File: src/rtl/dir_home_pkg.sv
package dir_home_pkg;

  typedef enum logic [2:0] {
    IN_RDMISS    = 3'd0,
    IN_WRMISS    = 3'd1,
    IN_WBACK     = 3'd2,
    IN_INVACK    = 3'd3,
    IN_FETCHDATA = 3'd4
  } inMsg_t;

  typedef enum logic [1:0] {
    OUT_DATA     = 2'd0,
    OUT_INV      = 2'd1,
    OUT_FETCHSH  = 2'd2,
    OUT_FETCHINV = 2'd3
  } outMsg_t;

  typedef enum logic [1:0] {
    ENT_UNCACHED = 2'd0,
    ENT_SHARED   = 2'd1,
    ENT_EXCL     = 2'd2
  } entState_t;

  typedef enum logic [2:0] {
    C_IDLE, C_LOOK, C_INVAL, C_WAITACK, C_FETCH, C_WAITDATA, C_REPLY
  } ctrlState_t;

  // control -> datapath strobes
  typedef struct packed {
    logic latchReq;
    logic loadInv;
    logic sendInv;
    logic takeAck;
    logic takeFetch;
    logic wbCommit;
    logic replyCommit;
  } ctrlStrobe_t;

  // datapath -> control status
  typedef struct packed {
    inMsg_t    reqType;
    entState_t entState;
    logic      invNone;
    logic      ownerIsSrc;
    logic      pendLast;
    logic      outZero;
    logic      inFromOwner;
  } dpStatus_t;

endpackage

File: src/rtl/dir_home_ctrl.sv
module dir_home_ctrl
  import dir_home_pkg::*;
(
  input  logic        clk,
  input  logic        rstN,
  input  logic        inValid,
  input  logic [2:0]  inType,
  input  dpStatus_t   status,
  output logic        inReady,
  output ctrlStrobe_t stb,
  output logic        outValid,
  output outMsg_t     outKind,
  output ctrlState_t  stateOut
);

  ctrlState_t state, stateNext;
  logic accept;

  always_comb begin
    unique case (state)
      C_IDLE:            inReady = (inType == IN_RDMISS) || (inType == IN_WRMISS) || (inType == IN_WBACK);
      C_INVAL, C_WAITACK: inReady = (inType == IN_INVACK);
      C_WAITDATA:        inReady = (inType == IN_FETCHDATA) && status.inFromOwner;
      default:           inReady = 1'b0;
    endcase
  end

  assign accept = inValid && inReady;

  always_comb begin
    stb       = '0;
    outValid  = 1'b0;
    outKind   = OUT_DATA;
    stateNext = state;
    unique case (state)
      C_IDLE: begin
        stb.latchReq = accept;
        if (accept) stateNext = C_LOOK;
      end
      C_LOOK: begin
        if (status.reqType == IN_WBACK) begin
          stb.wbCommit = (status.entState == ENT_EXCL) && status.ownerIsSrc;
          stateNext    = C_IDLE;
        end else begin
          unique case (status.entState)
            ENT_SHARED: begin
              if (status.reqType == IN_WRMISS && !status.invNone) begin
                stb.loadInv = 1'b1;
                stateNext   = C_INVAL;
              end else begin
                stateNext = C_REPLY;
              end
            end
            ENT_EXCL: stateNext = status.ownerIsSrc ? C_REPLY : C_FETCH;
            default:  stateNext = C_REPLY;
          endcase
        end
      end
      C_INVAL: begin
        outValid    = 1'b1;
        outKind     = OUT_INV;
        stb.sendInv = 1'b1;
        stb.takeAck = accept;
        if (status.pendLast) stateNext = C_WAITACK;
      end
      C_WAITACK: begin
        stb.takeAck = accept;
        if (status.outZero) stateNext = C_REPLY;
      end
      C_FETCH: begin
        outValid  = 1'b1;
        outKind   = (status.reqType == IN_RDMISS) ? OUT_FETCHSH : OUT_FETCHINV;
        stateNext = C_WAITDATA;
      end
      C_WAITDATA: begin
        stb.takeFetch = accept;
        if (accept) stateNext = C_REPLY;
      end
      C_REPLY: begin
        outValid        = 1'b1;
        outKind         = OUT_DATA;
        stb.replyCommit = 1'b1;
        stateNext       = C_IDLE;
      end
      default: stateNext = C_IDLE;
    endcase
  end

  always_ff @(posedge clk or negedge rstN) begin
    if (!rstN) state <= C_IDLE;
    else       state <= stateNext;
  end

  assign stateOut = state;

endmodule

File: src/rtl/dir_home_dp.sv
module dir_home_dp
  import dir_home_pkg::*;
#(
  parameter int NODES  = 4,
  parameter int BLOCKS = 8,
  parameter int DATA_W = 16,
  localparam int NODE_W = $clog2(NODES),
  localparam int ADDR_W = $clog2(BLOCKS),
  localparam int CNT_W  = $clog2(NODES + 1)
)(
  input  logic              clk,
  input  logic              rstN,
  input  ctrlStrobe_t       stb,
  input  outMsg_t           outKind,
  input  logic [2:0]        inType,
  input  logic [NODE_W-1:0] inSrc,
  input  logic [ADDR_W-1:0] inAddr,
  input  logic [DATA_W-1:0] inData,
  input  logic [DATA_W-1:0] memRdata,
  output dpStatus_t         status,
  output logic [NODE_W-1:0] outDst,
  output logic [ADDR_W-1:0] outAddr,
  output logic [DATA_W-1:0] outData,
  output logic              memWe,
  output logic [ADDR_W-1:0] memAddr,
  output logic [DATA_W-1:0] memWdata,
  output logic [NODE_W-1:0] reqSrc,
  output logic [NODES-1:0]  entVec,
  output logic [CNT_W-1:0]  outCnt
);

  function automatic logic [NODE_W-1:0] lowestIdx(input logic [NODES-1:0] v);
    lowestIdx = '0;
    for (int i = NODES - 1; i >= 0; i--)
      if (v[i]) lowestIdx = NODE_W'(i);
  endfunction

  inMsg_t            reqType;
  logic [ADDR_W-1:0] reqAddr;
  logic [DATA_W-1:0] reqData;
  logic [NODES-1:0]  pendMask;
  logic [NODES-1:0]  srcBit;
  logic [NODE_W-1:0] ownerIdx, invDst;
  entState_t         stArr  [BLOCKS];
  logic [NODES-1:0]  vecArr [BLOCKS];
  entState_t         entState;

  always_ff @(posedge clk or negedge rstN) begin
    if (!rstN) begin
      reqType <= IN_RDMISS;
      reqSrc  <= '0;
      reqAddr <= '0;
      reqData <= '0;
    end else if (stb.latchReq) begin
      reqType <= inMsg_t'(inType);
      reqSrc  <= inSrc;
      reqAddr <= inAddr;
      reqData <= inData;
    end
  end

  assign srcBit   = NODES'(1) << reqSrc;
  assign entState = stArr[reqAddr];
  assign entVec   = vecArr[reqAddr];
  assign ownerIdx = lowestIdx(entVec);
  assign invDst   = lowestIdx(pendMask);

  for (genvar b = 0; b < BLOCKS; b++) begin : g_entry
    entState_t        st;
    logic [NODES-1:0] vec;
    always_ff @(posedge clk or negedge rstN) begin
      if (!rstN) begin
        st  <= ENT_UNCACHED;
        vec <= '0;
      end else if (reqAddr == ADDR_W'(b)) begin
        if (stb.wbCommit) begin
          st  <= ENT_UNCACHED;
          vec <= '0;
        end else if (stb.replyCommit) begin
          if (reqType == IN_RDMISS) begin
            st  <= ENT_SHARED;
            vec <= vec | srcBit;
          end else begin
            st  <= ENT_EXCL;
            vec <= srcBit;
          end
        end
      end
    end
    assign stArr[b]  = st;
    assign vecArr[b] = vec;
  end

  always_ff @(posedge clk or negedge rstN) begin
    if (!rstN) begin
      pendMask <= '0;
      outCnt   <= '0;
    end else begin
      if (stb.loadInv)      pendMask <= entVec & ~srcBit;
      else if (stb.sendInv) pendMask <= pendMask & ~(NODES'(1) << invDst);
      outCnt <= outCnt + CNT_W'(stb.sendInv) - CNT_W'(stb.takeAck);
    end
  end

  assign status.reqType     = reqType;
  assign status.entState    = entState;
  assign status.invNone     = (entVec & ~srcBit) == '0;
  assign status.ownerIsSrc  = entVec[reqSrc];
  assign status.pendLast    = (pendMask & (pendMask - NODES'(1))) == '0;
  assign status.outZero     = (outCnt == '0);
  assign status.inFromOwner = (inSrc == ownerIdx);

  assign memAddr  = reqAddr;
  assign memWe    = stb.takeFetch | stb.wbCommit;
  assign memWdata = stb.takeFetch ? inData : reqData;

  assign outAddr = reqAddr;
  assign outData = (outKind == OUT_DATA) ? memRdata : '0;
  always_comb begin
    unique case (outKind)
      OUT_DATA: outDst = reqSrc;
      OUT_INV:  outDst = invDst;
      default:  outDst = ownerIdx;
    endcase
  end

endmodule

File: src/rtl/dir_home_top.sv
module dir_home_top
  import dir_home_pkg::*;
#(
  parameter int NODES  = 4,
  parameter int BLOCKS = 8,
  parameter int DATA_W = 16,
  localparam int NODE_W = $clog2(NODES),
  localparam int ADDR_W = $clog2(BLOCKS),
  localparam int CNT_W  = $clog2(NODES + 1)
)(
  input  logic              clk,
  input  logic              rstN,
  input  logic              inValid,
  output logic              inReady,
  input  logic [2:0]        inType,
  input  logic [NODE_W-1:0] inSrc,
  input  logic [ADDR_W-1:0] inAddr,
  input  logic [DATA_W-1:0] inData,
  output logic              outValid,
  output logic [1:0]        outType,
  output logic [NODE_W-1:0] outDst,
  output logic [ADDR_W-1:0] outAddr,
  output logic [DATA_W-1:0] outData,
  output logic              memWe,
  output logic [ADDR_W-1:0] memAddr,
  output logic [DATA_W-1:0] memWdata,
  input  logic [DATA_W-1:0] memRdata
);

  ctrlStrobe_t       stb;
  dpStatus_t         dpStatus;
  outMsg_t           outKind;
  ctrlState_t        ctrlState;
  logic [NODE_W-1:0] reqSrc;
  logic [NODES-1:0]  entVec;
  logic [CNT_W-1:0]  outCnt;

  dir_home_ctrl u_ctrl (
    .clk      (clk),
    .rstN     (rstN),
    .inValid  (inValid),
    .inType   (inType),
    .status   (dpStatus),
    .inReady  (inReady),
    .stb      (stb),
    .outValid (outValid),
    .outKind  (outKind),
    .stateOut (ctrlState)
  );

  dir_home_dp #(.NODES(NODES), .BLOCKS(BLOCKS), .DATA_W(DATA_W)) u_dp (
    .clk      (clk),
    .rstN     (rstN),
    .stb      (stb),
    .outKind  (outKind),
    .inType   (inType),
    .inSrc    (inSrc),
    .inAddr   (inAddr),
    .inData   (inData),
    .memRdata (memRdata),
    .status   (dpStatus),
    .outDst   (outDst),
    .outAddr  (outAddr),
    .outData  (outData),
    .memWe    (memWe),
    .memAddr  (memAddr),
    .memWdata (memWdata),
    .reqSrc   (reqSrc),
    .entVec   (entVec),
    .outCnt   (outCnt)
  );

  assign outType = outKind;

endmodule

File: config.mk
export PLATFORM = sky130hd
export DESIGN_NAME = dir_home_top
export DESIGN_NICKNAME = d
export VERILOG_FILES = /design/src/rtl/dir_home_pkg.sv /design/src/rtl/dir_home_ctrl.sv /design/src/rtl/dir_home_dp.sv /design/src/rtl/dir_home_top.sv
export SDC_FILE = /design/constraint.sdc
export NUM_CORES = 1
export LEC_CHECK = 0
export BUFFER_PORTS_ARGS = -buffer_cell sky130_fd_sc_hd__buf_2
export CORE_MARGIN = 2
export CORE_UTILIZATION = 60
export CTS_CLUSTER_DIAMETER = 200
export CTS_CLUSTER_SIZE = 8
export DETAILED_ROUTE_END_ITERATION = 8
export PLACE_DENSITY = 0.86
export REMOVE_ABC_BUFFERS = 1
export SYNTH_ARGS = -nofsm -noshare
export SYNTH_HDL_FRONTEND = slang
export SYNTH_SLANG_ARGS = --single-unit
File: constraint.sdc
create_clock -name clk -period 7.4 [get_ports clk]
set_input_delay 0.74 -clock clk [delete_from_list [all_inputs] [get_ports clk]]
set_output_delay 0.74 -clock clk [all_outputs]
set_load 0.02 [all_outputs]
# Word-level counts from Yosys, hierarchy flattened
# Index checks and enable logic that the tools add are counted.
[classes]
addsub = 3
order_cmp = 2
eq_ne = 27
n_shift = 2
muxes = 72
bitwise = 15
reduce_logical = 28
[ops]
columns = ["cell", "n"]
rows = [
  ["4-bit two-way mux", 28],
  ["16-bit two-way mux", 2],
  ["4-bit bitwise OR", 8],
  ["2-bit two-way mux", 14],
  ["3-bit == test (second input constant)", 8],
  ["3-bit by 2-bit == test with 1-bit output (second input constant)", 7],
  ["3-bit two-way mux", 6],
  ["3-bit case mux with 6 select lines", 1],
  ["2-bit AND reduction", 8],
  ["3-bit logical NOT", 5],
  ["1-bit two-way mux", 14],
  ["4-bit AND", 3],
  ["4-bit binary-select mux with 3-bit select", 1],
  ["3-bit by 1-bit == test with 1-bit output (second input constant)", 4],
  ["4-bit logical NOT", 2],
  ["4-bit NOT", 2],
  ["2-bit case mux with 2 select lines", 2],
  ["1-bit by 2-bit left shift with 4-bit output (first input constant)", 2],
  ["2-bit binary-select mux with 3-bit select", 1],
  ["3-bit case mux with 2 select lines", 1],
  ["2-bit by 1-bit == test with 1-bit output (second input constant)", 2],
  ["4-bit greater-or-equal comparator (second input constant)", 1],
  ["1-bit logical AND", 4],
  ["2-bit by 1-bit inequality test with 1-bit output (second input constant)", 2],
  ["18 further kinds", 21],
]
[word_totals]
regBits = 82
elab_cells = 172

# Depth between registers and ports, before layout
[depth]
word_depth = 14
ltp_mapped = 15
mapped_depth_nobuf = 13

# Hierarchy
# From an unflattened synthesis, not the netlist that was laid out.
[hier_totals]
hier_cells = 391
area_unflattened_um2 = 4463.0
[by_module_without_submodules]
columns = ["module", "n_inst", "cells_each", "area_each_um2", "seq_area_each_um2"]
rows = [
  ["dir_home_dp", 1, 338, 4042.6, 1976.9],
  ["dir_home_ctrl", 1, 53, 420.4, 75.1],
]

# Worst setup path after synthesis
# No wires, ideal clock.
[synth_timing]
path_kind = "register to register"
from = "reg u_dp.reqAddr[0] (netlist: u_dp.memAddr[0])"
to = "reg u_dp.outCnt[2]"
setup_time_ns = 0.123
arrival_time_ns = 3.664
t_required_ns = 7.277
path_slack_ns = 3.613
stages_incl_launch_ff = 15
n_path_buf = 1
period_less_slack_ns = 3.787
cell_sequence = "dfrtp_1 > buf_6 > mux4_2 > mux2_4 > or4_1 > nand3_2 > xor2_2 > a31o_2 > and3_1 > ha_1 > inv_1 > ha_1 > fa_1 > xnor2_1 > xnor2_1"
[synth_via]
elab_chain_cells = 14
[synth_lines]
columns = ["item", "line_no", "rtl"]
rows = [
  ["start, declared", "dir_home_dp.sv:39", "logic [ADDR_W-1:0] reqAddr;"],
  ["start signal, assigned", "dir_home_dp.sv:57", "reqAddr <= inAddr;"],
  ["3-bit NOT with 4-bit output (not written as such) *", "dir_home_dp.sv:64", "assign entVec = vecArr[reqAddr];"],
  ["4-bit binary-select mux with 3-bit select *", "dir_home_dp.sv:64", ""],
  ["4-bit two-way mux (not written as such) * (2 in a row)", "dir_home_dp.sv:64", ""],
  ["2-bit two-way mux (3 in a row)", "dir_home_dp.sv:35", "if (v[i]) lowestIdx = NODE_W'(i);"],
  ["2-bit two-way mux *", "dir_home_dp.sv:35", ""],
  ["2-bit == test *", "dir_home_dp.sv:111", "assign status.inFromOwner = (inSrc == ownerIdx);"],
  ["1-bit logical AND *", "dir_home_ctrl.sv:23", "C_WAITDATA: inReady = (inType == IN_FETCHDATA) && status.inFromOwner;"],
  ["1-bit case mux with 3 select lines *", "dir_home_ctrl.sv:20", "unique case (state)"],
  ["via inReady", "dir_home_top.sv:14", "output logic inReady,"],
  ["1-bit logical AND *", "dir_home_ctrl.sv:28", "assign accept = inValid && inReady;"],
  ["1-bit two-way mux *", "dir_home_ctrl.sv:35", "unique case (state)"],
  ["3-bit by 1-bit subtractor with 3-bit output *", "dir_home_dp.sv:101", "outCnt <= outCnt + CNT_W'(stb.sendInv) - CNT_W'(stb.takeAck);"],
  ["end signal, assigned", "dir_home_dp.sv:101", ""],
  ["end, declared", "dir_home_dp.sv:29", "output logic [CNT_W-1:0] outCnt"],
]
# The timed path passes the listed nets; every way through them passes the cells marked *. The select of a mux whose other input is x is not followed.
# A chain may end at the register's enable or synchronous reset.

# Worst setup path in the final report
[layout_timing]
from = "reg u_dp.reqAddr[0] (netlist: u_dp.memAddr[0])"
to = "out memWdata[13]"
[layout_via]
elab_chain_cells = 14
[layout_lines]
columns = ["item", "line_no", "rtl"]
rows = [
  ["3-bit NOT with 4-bit output (not written as such) *", "dir_home_dp.sv:64", ""],
  ["4-bit binary-select mux with 3-bit select *", "dir_home_dp.sv:64", ""],
  ["4-bit two-way mux (not written as such) * (2 in a row)", "dir_home_dp.sv:64", ""],
  ["2-bit two-way mux (3 in a row)", "dir_home_dp.sv:35", ""],
  ["2-bit two-way mux *", "dir_home_dp.sv:35", ""],
  ["2-bit == test *", "dir_home_dp.sv:111", ""],
  ["1-bit logical AND *", "dir_home_ctrl.sv:23", ""],
  ["1-bit case mux with 3 select lines *", "dir_home_ctrl.sv:20", ""],
  ["1-bit logical AND *", "dir_home_ctrl.sv:28", ""],
  ["1-bit two-way mux *", "dir_home_ctrl.sv:35", ""],
  ["16-bit two-way mux *", "dir_home_dp.sv:115", "assign memWdata = stb.takeFetch ? inData : reqData;"],
  ["end, declared", "dir_home_top.sv:26", "output logic [DATA_W-1:0] memWdata,"],
]
# Every way passes the cells marked *; elsewhere a longest branch is shown, timed or not. The select of a mux whose other input is x is not followed.

==> results.txt <==
Status: finished clean
Die H: 90.8 um
Post-synthesis async set-or-reset flop share: 100%
Die width: 90.8 um
Final Power: 1.76 mW
Post-CTS Resized: 0
Vias in the first global route: 3,500
CP endpoint kind: primary output
Period Utilization, post-route: 66.0%
Clock network fraction of total power: 19.2%
CTS Sinks: 82
Max Cap Violations: 0
Setup bufs post-CTS: 0
Grt ovf: 0
Fin Setup TNS: 0 ns
WS Path Type: flop to primary output
Worst Path Buf+Inv: 1
First-pass GRT wire length: 17,600 um
Synth warn: 0
Count of cell types in the netlist: 57
Maximum clock insertion buffer count: 2
Worst Path Max Fanout: 25
First-pass DRT Iterations: 5
Hold_buf cts: 0
Via count: 3,671
Cell count after synthesis: 407
Most used cell, CP: mux2_4
Routability congestion estimate from global placement: 0.945
GRT Resource Usage Total: 26.9%
CP max stage cell: dfrtp_1
Mapped cell area: 4520 sq um
Tightest Pin Transition: 1.30 ns
Reg clk slew, reported paths: 0.08 ns
HPWL Detailed: 7490 um
Cell Chain, Critical Path: mux4_2, mux2_4, or4_1, nand3_2, xor2_2, nand4_4, mux2_4, buf_2
TritonCTS Buffers: 9
Setup Skew: 0.0109 ns
Register share of total power: 38.3%
Io pins: 88
Via-to-Cell Ratio: 6.30
Predominant post-synthesis flop cell: dfrtp_1
Cell Pwr Density: 341 nW/um^2
Worst EP arrival: 4.14 ns
Core area: 7250 sq um
Synth-to-Final Area Change: 14.1%
Die Area: 8240 sq um
Hold crit path type: flop to flop
Syn Area/Cell: 11.1 sq um
Post-route ant nets: 0
DRC: 0
Standard-cell row count: 31
Routed WL per cell: 18.2 um
Nets: 527
Final slew viol count: 0
Initial DRC Count: 322
Hold Vio Cnt, Final: 0
Int Power: 1.01 mW
Final setup viols: 0
Sw Share: 42.6%
Relative slew slack: 12.4%
Critical Path RT: 6.66 ns
Max Clk Rate: 205 MHz
Final WL: 10,600 um
Period minus WS final: 4.88 ns
Starting Density: 62.3%
CP delay by family, top: multiplexers
CTS tree: done
Port Buffers: 87
Worst VDD drop: 0.000226 V
Clock Latency Late Sink: 0.37 ns
Layout cell share with drive strength beyond 1: 35.5%
H-Tree Depth: 3
RSZ-0062 raised after global routing: false
Number of synthesized flops with an enable pin: 0
P_leak: 2.44 nW
Initial antenna violation count: 0
Max stage delay on crit path: 0.99 ns
CTS root buffer: clkbuf_8
Element type at the critical path start: flop
Sequential fraction of the synthesis area: 45.4%
# diodes: 0
Maximum number of pins on one net before global-route repair: 83
Combinational Power Share: 42.5%
NetSw: 0.750 mW
#FFs+latches synth: 82
## stage by stage
| stage | utilization (%) | hold WS (ns) | setup WS, ns | cell area, sq um | instances |
|---|---|---|---|---|---|
| finish | 71.0 | 0.495 | 2.52 | 5150 | 583 |
| detailed placement | 68.3 | 0.475 | 2.89 | 4950 | 567 |
| global placement | 68.3 | 0.469 | 3.03 | 4950 | 567 |
| CTS | 71.0 | 0.498 | 2.49 | 5150 | 583 |
| global route | 71.0 | 0.518 | 2.29 | 5150 | 583 |
| floorplan | - | 0.444 | 3.12 | 4390 | 381 |
## area by class of cell
| type | count | area [sq um] |
|---|---|---|
| Clock inverter | 7 | 77.6 |
| Sequential cell | 82 | 2050 |
| Clock buffer | 9 | 124 |
| Inverter | 15 | 56.3 |
| Multi-Input combinational cell | 284 | 2280 |
| Fill cell | 518 | 2100 |
| Timing Repair Buffer | 87 | 438 |
| Tap cell | 99 | 124 |
## Yosys cell counts, types with 4 or more instances
cell type / n / area share (%)
clkbuf_1: 17 / 1.4
o21ai_0: 5 / 0.55
nor2_1: 22 / 1.8
mux2i_1: 7 / 1.6
nor3_1: 11 / 1.2
a22o_1: 12 / 2.3
inv_1: 14 / 1.2
nand3_1: 12 / 1.3
mux2_4: 8 / 2.7
dfrtp_1: 82 / 45
mux4_2: 8 / 4.0
a21oi_1: 7 / 0.78
nand2b_1: 6 / 0.83
ha_1: 4 / 1.1
nand2_1: 36 / 3.0
nor2b_1: 21 / 2.9
mux2_2: 46 / 11
a32o_1: 9 / 2.0
o2bb2ai_1: 19 / 3.7
## worst paths after layout
path	from	endpoint	slack [ns]	cells after the start
max	u_dp.memAddr[0]	memWdata[13]	2.52	8
min	u_dp.g_entry[6].st[1]	u_dp.g_entry[6].st[1]	0.50	1
max reg2reg	u_dp.memAddr[0]	u_dp.outCnt[2]	3.02	13
min reg2reg	u_dp.g_entry[6].st[1]	u_dp.g_entry[6].st[1]	0.50	1
max in group asynchronous	rstN	u_dp.reqData[14]	6.17	1
min in group asynchronous	rstN	u_dp.g_entry[5].st[1]	0.54	1
## cell families (layout without fill, tap and decap cells)
family,count (synthesis),in the layout,share of synthesized area (%)
adders and majority gates,6,6,1.77
muxes,69,69,19.7
xor gates and xnor gates,4,4,0.942
and+or+nand+nor,131,131,14.9
AOI/OAI and AO/OA,74,74,13.2
DFF,82,82,45.4
buffers and inverters,41,118,4.07
## routing by layer
| layer | share of wire (%) | global-route usage, % | vias to the layer above | wire [um] |
|---|---|---|---|---|
| met5 | 0 | 0 | - | 0 |
| met4 | 2.0 | 10.3 | 0 | 208 |
| met3 | 8.1 | 6.09 | 21 | 857 |
| met2 | 48 | 42.4 | 207 | 5100 |
| met1 | 42 | 36.7 | 1806 | 4470 |
| li1 | - | - | 1637 | - |
## power by group through the flow
stage	registers [mW]	logic, mW	clock network [mW]
after detailed placement	0.678	0.739	0
after CTS	0.670	0.743	0.338
after global routing	0.690	0.810	0.354
after floorplan	0.651	0.526	0
final	0.674	0.748	0.337
after global placement	0.673	0.714	0
## layout by cell type, fill, tap and decap left out, drive strengths merged, types with 2 or more instances in the layout
| cell | count |
|---|---|
| or3 | 2 |
| buf | 87 |
| clkinvlp | 4 |
| o31ai | 4 |
| xnor2 | 2 |
| nor2 | 22 |
| clkinv | 2 |
| nor2b | 21 |
| nand4 | 3 |
| inv | 15 |
| o22ai | 3 |
| mux2i | 7 |
| a211oi | 3 |
| a32o | 9 |
| clkbuf | 9 |
| and2 | 3 |
| o2bb2ai | 19 |
| mux2 | 54 |
| nand2 | 36 |
| nor4 | 3 |
| or2 | 3 |
| nand3 | 13 |
| xor2 | 2 |
| a22o | 12 |
| o211ai | 2 |
| dfrtp | 82 |
| ha | 4 |
| mux4 | 8 |
| nor3 | 11 |
| and3 | 3 |
| a21oi | 7 |
| or4 | 2 |
| nand2b | 6 |
| o21ai | 5 |
## flip-flops by register name, summed over array words and instances, names as in the netlist
name / count
u_dp.reqType: 3
u_dp.pendMask: 4
u_dp.g_entry.vec: 32
u_dp.g_entry.st: 16
u_dp.reqSrc: 2
u_dp.memAddr: 3
u_dp.outCnt: 3
u_dp.reqData: 16
u_ctrl.stateOut: 3
Power figures use the tool's default switching activity.
